[config.mk]
export PLATFORM = sky130hd
export DESIGN_NAME = gwf_line_fetch
export DESIGN_NICKNAME = d
export VERILOG_FILES = /design/src/rtl/gwf_pkg.sv /design/src/rtl/gwf_cfg_reg.sv /design/src/rtl/gwf_line_fifo.sv /design/src/rtl/gwf_req_ctrl.sv /design/src/rtl/gwf_line_fetch.sv
export SDC_FILE = /design/constraint.sdc
export NUM_CORES = 1
export LEC_CHECK = 0
export ABC_CLOCK_PERIOD_IN_PS = 5700
export BUFFER_PORTS_ARGS = -buffer_cell sky130_fd_sc_hd__buf_2
export CORE_ASPECT_RATIO = 1.25
export CORE_MARGIN = 2
export CORE_UTILIZATION = 61
export CTS_CLUSTER_SIZE = 40
export DETAILED_ROUTE_END_ITERATION = 10
export GPL_TIMING_DRIVEN = 0
export PLACE_DENSITY = 0.79
export SYNTH_ARGS = -nofsm -noshare
export SYNTH_HDL_FRONTEND = slang
export SYNTH_SLANG_ARGS = --single-unit
export TNS_END_PERCENT = 20
[constraint.sdc]
create_clock -name clk -period 5.7 [get_ports clk]
set_clock_uncertainty 0.1 [all_clocks]
set_input_delay 0.855 -clock clk [delete_from_list [all_inputs] [get_ports clk]]
set_output_delay 0.855 -clock clk [all_outputs]
set_load 0.02 [all_outputs]
[src/rtl/gwf_pkg.sv]
package gwf_pkg;
  localparam int MARK_W = 5;
  localparam int CFG_W  = 32;

  typedef struct packed {
    logic              fixed_len;
    logic [MARK_W-1:0] high_mark;
    logic [MARK_W-1:0] trig_mark;
  } gwf_cfg_t;

  localparam gwf_cfg_t CFG_RST = '{fixed_len: 1'b1, high_mark: 5'd8, trig_mark: 5'd4};
  localparam logic [CFG_W-1:0] CFG_RSV_MASK = 32'h7FE0_FFE0;

  function automatic gwf_cfg_t cfg_unpack(input logic [CFG_W-1:0] w);
    gwf_cfg_t c;
    c.fixed_len = w[31];
    c.high_mark = w[20:16];
    c.trig_mark = w[4:0];
    return c;
  endfunction

  function automatic logic [CFG_W-1:0] cfg_pack(input gwf_cfg_t c);
    logic [CFG_W-1:0] w;
    w        = '0;
    w[31]    = c.fixed_len;
    w[20:16] = c.high_mark;
    w[4:0]   = c.trig_mark;
    return w;
  endfunction

  // fixed: high mark above trigger mark; dynamic: high mark at least 3
  function automatic logic cfg_legal(input gwf_cfg_t c);
    if (c.fixed_len) return c.high_mark > c.trig_mark;
    return c.high_mark >= 5'd3;
  endfunction

  // dynamic stop rule: free space after this cycle at or below high mark - 2
  function automatic logic dyn_reached(input int free_next, input logic [MARK_W-1:0] hm);
    return free_next <= (int'(hm) - 2);
  endfunction

  // fixed stop rule: this accepted write is beat number high mark
  function automatic logic fix_reached(input int beats_before, input logic [MARK_W-1:0] hm);
    return (beats_before + 1) >= int'(hm);
  endfunction
endpackage

[src/rtl/gwf_cfg_reg.sv]
module gwf_cfg_reg
  import gwf_pkg::*;
(
  input  logic             clk,
  input  logic             rst_n,
  input  logic             we,
  input  logic [CFG_W-1:0] wdata,
  output gwf_cfg_t         cfg,
  output logic [CFG_W-1:0] rdata,
  output logic             cfg_err
);
  gwf_cfg_t cfg_q;
  logic     err_q;
  gwf_cfg_t cfg_new;

  assign cfg_new = cfg_unpack(wdata);

  always_ff @(posedge clk) begin
    if (!rst_n) begin
      cfg_q <= CFG_RST;
      err_q <= 1'b0;
    end else if (we) begin
      cfg_q <= cfg_new;
      err_q <= !cfg_legal(cfg_new);
    end
  end

  assign cfg     = cfg_q;
  assign rdata   = cfg_pack(cfg_q);
  assign cfg_err = err_q;
endmodule

[src/rtl/gwf_line_fifo.sv]
module gwf_line_fifo #(
  parameter int DEPTH  = 32,
  parameter int DATA_W = 32,
  localparam int AW    = $clog2(DEPTH),
  localparam int CW    = AW + 1
) (
  input  logic              clk,
  input  logic              rst_n,
  input  logic              wr_en,
  input  logic [DATA_W-1:0] wr_data,
  input  logic              rd_en,
  output logic [DATA_W-1:0] rd_data,
  output logic [CW-1:0]     level,
  output logic              wr_acc,
  output logic              rd_acc,
  output logic              ovf,
  output logic              udf
);
  logic [AW-1:0]     wr_ptr, rd_ptr;
  logic [CW-1:0]     level_q;
  logic [DATA_W-1:0] mem_q [DEPTH];
  logic              full, empty;
  logic              ovf_q, udf_q;

  assign full   = (level_q == CW'(DEPTH));
  assign empty  = (level_q == '0);
  assign wr_acc = wr_en && !full;
  assign rd_acc = rd_en && !empty;

  for (genvar g = 0; g < DEPTH; g++) begin : g_entry
    always_ff @(posedge clk) begin
      if (wr_acc && (wr_ptr == AW'(g))) mem_q[g] <= wr_data;
    end
  end

  always_ff @(posedge clk) begin
    if (!rst_n) begin
      wr_ptr  <= '0;
      rd_ptr  <= '0;
      level_q <= '0;
      ovf_q   <= 1'b0;
      udf_q   <= 1'b0;
    end else begin
      if (wr_acc) wr_ptr <= wr_ptr + 1'b1;
      if (rd_acc) rd_ptr <= rd_ptr + 1'b1;
      level_q <= level_q + CW'(wr_acc) - CW'(rd_acc);
      if (wr_en && full)  ovf_q <= 1'b1;
      if (rd_en && empty) udf_q <= 1'b1;
    end
  end

  assign rd_data = empty ? '0 : mem_q[rd_ptr];
  assign level   = level_q;
  assign ovf     = ovf_q;
  assign udf     = udf_q;
endmodule

[src/rtl/gwf_req_ctrl.sv]
module gwf_req_ctrl
  import gwf_pkg::*;
#(
  parameter int DEPTH = 32,
  localparam int CW   = $clog2(DEPTH) + 1
) (
  input  logic          clk,
  input  logic          rst_n,
  input  gwf_cfg_t      cfg,
  input  logic          cfg_err,
  input  logic [CW-1:0] level,
  input  logic          wr_acc,
  input  logic          rd_acc,
  output logic          req,
  output logic          done,
  output logic          burst_end,
  output logic          raise
);
  logic          active_q, done_q;
  logic [CW-1:0] beats_q;
  logic [CW-1:0] level_next;
  int            free_next;
  logic          stop_hit;

  assign level_next = level + CW'(wr_acc) - CW'(rd_acc);
  assign free_next  = DEPTH - int'(level_next);
  assign stop_hit   = cfg.fixed_len ? fix_reached(int'(beats_q), cfg.high_mark)
                                    : dyn_reached(free_next, cfg.high_mark);
  assign burst_end  = active_q && wr_acc && stop_hit;
  assign raise      = !active_q && !cfg_err && (level <= CW'(cfg.trig_mark));

  always_ff @(posedge clk) begin
    if (!rst_n) begin
      active_q <= 1'b0;
      done_q   <= 1'b0;
      beats_q  <= '0;
    end else begin
      done_q <= burst_end;
      if (burst_end) begin
        active_q <= 1'b0;
        beats_q  <= '0;
      end else if (raise) begin
        active_q <= 1'b1;
        beats_q  <= '0;
      end else if (active_q && wr_acc) begin
        beats_q <= beats_q + 1'b1;
      end
    end
  end

  assign req  = active_q;
  assign done = done_q;
endmodule

[src/rtl/gwf_line_fetch.sv]
module gwf_line_fetch
  import gwf_pkg::*;
#(
  parameter int DEPTH  = 32,
  parameter int DATA_W = 32,
  localparam int CW    = $clog2(DEPTH) + 1
) (
  input  logic              clk,
  input  logic              rst_n,
  input  logic              cfg_we,
  input  logic [31:0]       cfg_wdata,
  output logic [31:0]       cfg_rdata,
  input  logic              dma_wvalid,
  input  logic [DATA_W-1:0] dma_wdata,
  output logic              dma_req,
  output logic [CW-1:0]     burst_len,
  output logic              burst_done,
  input  logic              pix_rd,
  output logic [DATA_W-1:0] pix_data,
  output logic [CW-1:0]     fill_level,
  output logic [CW-1:0]     empty_slots,
  output logic              overflow,
  output logic              underflow,
  output logic              config_error
);
  gwf_cfg_t      cfg;
  logic          cfg_err;
  logic [CW-1:0] level;
  logic          wr_acc, rd_acc;
  logic          burst_end, req_raise;

  gwf_cfg_reg u_cfg (
    .clk(clk), .rst_n(rst_n), .we(cfg_we), .wdata(cfg_wdata),
    .cfg(cfg), .rdata(cfg_rdata), .cfg_err(cfg_err)
  );

  gwf_line_fifo #(.DEPTH(DEPTH), .DATA_W(DATA_W)) u_fifo (
    .clk(clk), .rst_n(rst_n), .wr_en(dma_wvalid), .wr_data(dma_wdata),
    .rd_en(pix_rd), .rd_data(pix_data), .level(level),
    .wr_acc(wr_acc), .rd_acc(rd_acc), .ovf(overflow), .udf(underflow)
  );

  gwf_req_ctrl #(.DEPTH(DEPTH)) u_req (
    .clk(clk), .rst_n(rst_n), .cfg(cfg), .cfg_err(cfg_err), .level(level),
    .wr_acc(wr_acc), .rd_acc(rd_acc), .req(dma_req), .done(burst_done),
    .burst_end(burst_end), .raise(req_raise)
  );

  assign burst_len    = cfg.fixed_len ? CW'(cfg.high_mark) : '0;
  assign fill_level   = level;
  assign empty_slots  = CW'(DEPTH) - level;
  assign config_error = cfg_err;
endmodule

==> impl_metrics.env <==
export IMPL_async_flop_share_pct=0
export IMPL_yosysSeqAreaShare_pct=75.2
export IMPL_yosys_mux_area_fraction_pct=17.3
export IMPL_syn_to_final_growth_pct=13.6
export IMPL_initial_core_util_pct=61.7
export IMPL_comb_power_share_pct=22.7
export IMPL_synth_compound_area_share_pct=1.48
export IMPL_power_switching_w=0.00560
export IMPL_post_route_period_util_pct=95.4
export IMPL_cts_hold_buffers=0
export IMPL_yosysWarnings=0
export IMPL_max_cap_violations=0
export IMPL_whs_ns=0.354
export IMPL_p_clk_share_pct=32.3
export IMPL_powerDensity_nw_per_um2=411
export IMPL_die_x_um=239
export IMPL_setup_violations=0
export IMPL_sw_frac_of_total_pct=28.5
export IMPL_first_pass_iters=5
export IMPL_crit_cells=22
export IMPL_cp_arrival_ns=5.91
export IMPL_hold_viol_final=0
export IMPL_synth_seq_cells=1067
export IMPL_slew_headroom_pct=13.5
export IMPL_p_int_w=0.0141
export IMPL_synth_top_family_by_area="multiplexers"
export IMPL_ys_flop_type="edfxtp_1"
export IMPL_reg2reg_depth=22
export IMPL_slowest_delay_ns=0.56
export IMPL_cp_data_required_time_ns=6.17
export IMPL_fmax_mhz=184
export IMPL_dieArea_um2=71100
export IMPL_dp_hpwl_um=65100
export IMPL_nets=2350
export IMPL_avgSynthCellArea_um2=21.3
export IMPL_ir_drop_uv=407
export IMPL_min_path_type="primary input to flop"
export IMPL_final_util_pct=70.1
export IMPL_core_area_um2=68100
export IMPL_fp_dieH_um=298
export IMPL_ctsHtreeMaxLevel=3
export IMPL_grt_overflow=0
export IMPL_cpMaxStageDelayCell="or4b_1"
export IMPL_routed_wl_um=112000
export IMPL_drv_slew=0
export IMPL_rows=107
export IMPL_cp_cell_sequence="inv_1 -> ha_1 -> nand3_2 -> and2_1 -> nand2_1 -> nand2_1 -> ha_1 -> inv_1 -> fa_1 -> o21bai_1 -> a21oi_1 -> xor2_1 -> nor2_1 -> nand2_1 -> xor2_1 -> ha_1 -> nand4_1 -> and3_2 -> a21oi_1 -> a41oi_2 -> or4b_1 -> a31oi_1"
export IMPL_synthSimpleGateAreaFrac_pct=2.53
export IMPL_synth_edf_count=1024
export IMPL_root_buffer="clkbuf_16"
export IMPL_clock_latency_ns=0.65
export IMPL_synthesis_area_um2=42000
export IMPL_seqPwrFrac_pct=45.0
export IMPL_rsz0062_at_grt="false"
export IMPL_cts_reportedPaths_clkPinSlew_ns=0.06
export IMPL_wl_per_cell_um=35.3
export IMPL_synth_xor_area_share_pct=0.521
export IMPL_drive_above_1_share_pct=30.1
export IMPL_drc=0
export IMPL_grt_pass1_wl_um=162000
export IMPL_fillers=3787
export IMPL_multiInputGateArea_um2=10000
export IMPL_track_usage_pct=32.5
export IMPL_status="completed"
export IMPL_critPathTopFamily="simple AND/OR/NAND/NOR gates"
export IMPL_ios=156
export IMPL_clock_path_buffers=3
export IMPL_cts_buffers=96
export IMPL_leakage_nw=15.1
export IMPL_antenna_found_initial=3
export IMPL_crit_type="flop to flop"
export IMPL_worstMarginPinSlew_ns=1.30
export IMPL_numPortBuffers=110
export IMPL_postRouteAntennaNets=0
export IMPL_grt_max_degree=33
export IMPL_initialDrtViolationCount=3385
export IMPL_cts_tree="yes"
export IMPL_cp_buffers_inverters=2
export IMPL_critPathCaptureType="flop"
export IMPL_synth_cell_types=56
export IMPL_holdPathStages=3
export IMPL_syn_inst=1977
export IMPL_crit_path_start_kind="flop"
export IMPL_gp_congestion=0.851
export IMPL_ff_latch_area_um2=31600
export IMPL_period_minus_slack_ns=5.44
export IMPL_grt_pass1_vias=23350
export IMPL_synthAdderAreaFrac_pct=1.33
export IMPL_worst_path_max_fanout=10
export IMPL_cts_setup_buffers=0
export IMPL_via_count=22301
export IMPL_numClockSinks=1067
export IMPL_vias_per_cell=7.00
cell usage after synthesis (3+ instances only):
master    instances  share of area [%]
xor2_1            5               0.10
buf_1            17               0.15
dfxtp_1          43                2.0
mux4_2          288                 15
o21ai_1          12               0.14
edfxtp_1       1024                 73
nand2_1          35               0.31
o21ai_0          24               0.29
nor2b_1          15               0.22
o21bai_1          3              0.054
inv_1            31               0.28
a21oi_1          40               0.48
xnor2_1          20               0.42
buf_2            31               0.37
mux2_2           32               0.86
and3_1            6              0.089
nand3_1          45               0.54
o211ai_1          6               0.11
a21boi_0          3              0.054
and2_1           18               0.27
nor2_1           71               0.63
nor3_1            4              0.048
nand3b_1          3              0.054
a31oi_1           5              0.074
nand2b_1          4              0.060
clkbuf_1         51               0.46
mux2i_1          41               0.98
ha_1             43                1.3
nand4_1           5              0.074
buf_4            24               0.43
per-layer routing:
layer,share of wire (%),track usage (%),wire length [um]
met2,52,55.7,58900
met4,5.8,17.7,6470
met5,0.021,0,24
met3,10,5.99,11300
met1,32,39.2,35700
power groups by stage:
stage | clock network, W | logic, W | registers, W
3_3_place_gp | 0 | 0.00413 | 0.00901
5_1_grt | 0.00662 | 0.00470 | 0.00886
3_5_place_dp | 0 | 0.00430 | 0.00901
6_report | 0.00634 | 0.00446 | 0.00885
4_1_cts | 0.00636 | 0.00443 | 0.00885
2_1_floorplan | 0 | 0.00285 | 0.00902
tightest hold or removal path, delay by kind of cell:
| family | cells | cell delay [ns] |
|---|---|---|
| AND/OR/NAND/NOR | 1 | 0.05 |
| buffers and inverters | 1 | 0.09 |
| AO/OA/AOI/OAI | 1 | 0.07 |
layout by cell type (no fill, tap or decap), types with 15 or more instances in the layout:
cell type / instances
buf_2: 142
nor2_1: 41
a21oi_1: 40
nor2b_1: 15
mux2i_1: 41
buf_16: 17
o21ai_0: 24
mux2_2: 32
clkbuf_16: 99
nand2_1: 35
clkinv_2: 19
buf_1: 17
buf_4: 24
edfxtp_1: 1024
inv_1: 31
dfxtp_1: 43
nand3_1: 44
xnor2_1: 20
ha_1: 43
and2_1: 17
buf_12: 15
mux4_2: 288
nor2_4: 30
clkbuf_1: 70
clkinv_1: 17
conb_1: 22
sequential cells by signal, indices dropped and copies added, names as in the netlist, 5 cells and up, named ones only:
name / count
u_fifo.rd_ptr: 5
u_cfg.cfg: 11
u_fifo.wr_ptr: 5
u_fifo.level: 6
u_req.beats_q: 6
u_fifo.mem_q: 1024
stage by stage:
step | worst slack, ns | instance area (um^2) | power (W) | std cells | TNS, ns
3_5_place_dp | -0.00108 | 44800 | 0.0133 | 3012 | -0.00108
2_1_floorplan | 0.895 | 42100 | 0.0119 | 1998 | 0
3_3_place_gp | -0.0258 | 43800 | 0.0131 | 2980 | -0.694
5_1_grt | 0.00373 | 47800 | 0.0202 | 3184 | 0
6_report | 0.261 | 47800 | 0.0196 | 3184 | 0
4_1_cts | 0.0106 | 47800 | 0.0196 | 3184 | 0
area by class of cell:
cell class / instances / share of cell area, %
antenna: 1 / 0.00524
buffer: 123 / 1.24
clock buffer: 120 / 5.35
clock inverter: 52 / 0.927
inverter: 31 / 0.244
multi-input combinational: 776 / 21.0
sequential: 1067 / 66.2
tap: 872 / 2.28
timing repair buffer: 142 / 2.76
logic make-up after synthesis:
logic type      count (synthesis)
compound gates                106
xor+xnor                       25
fa+ha+maj                      44
buf+inv                       155
flops                        1067
mux                           361
other cells                     1
simple gates                  218
worst paths after layout:
| check | startpoint | to | slack, ns |
|---|---|---|---|
| setup / recovery | u_fifo.level[1] | u_req.beats_q[2] | 0.26 |
| hold / removal | cfg_wdata[2] | u_cfg.cfg[2] | 0.35 |
| setup reg to reg | u_fifo.level[1] | u_req.beats_q[2] | 0.26 |
| hold reg to reg | u_fifo.udf | u_fifo.udf | 0.39 |
what timing repair did:
item | CTS | global route
cloned | 0 | 0
resized for setup | 1 | 3
endpoints found under the hold margin | 0 | 0
endpoints found under the setup margin | 1 | 6
Note: power is estimated with default switching activity, not from simulation.
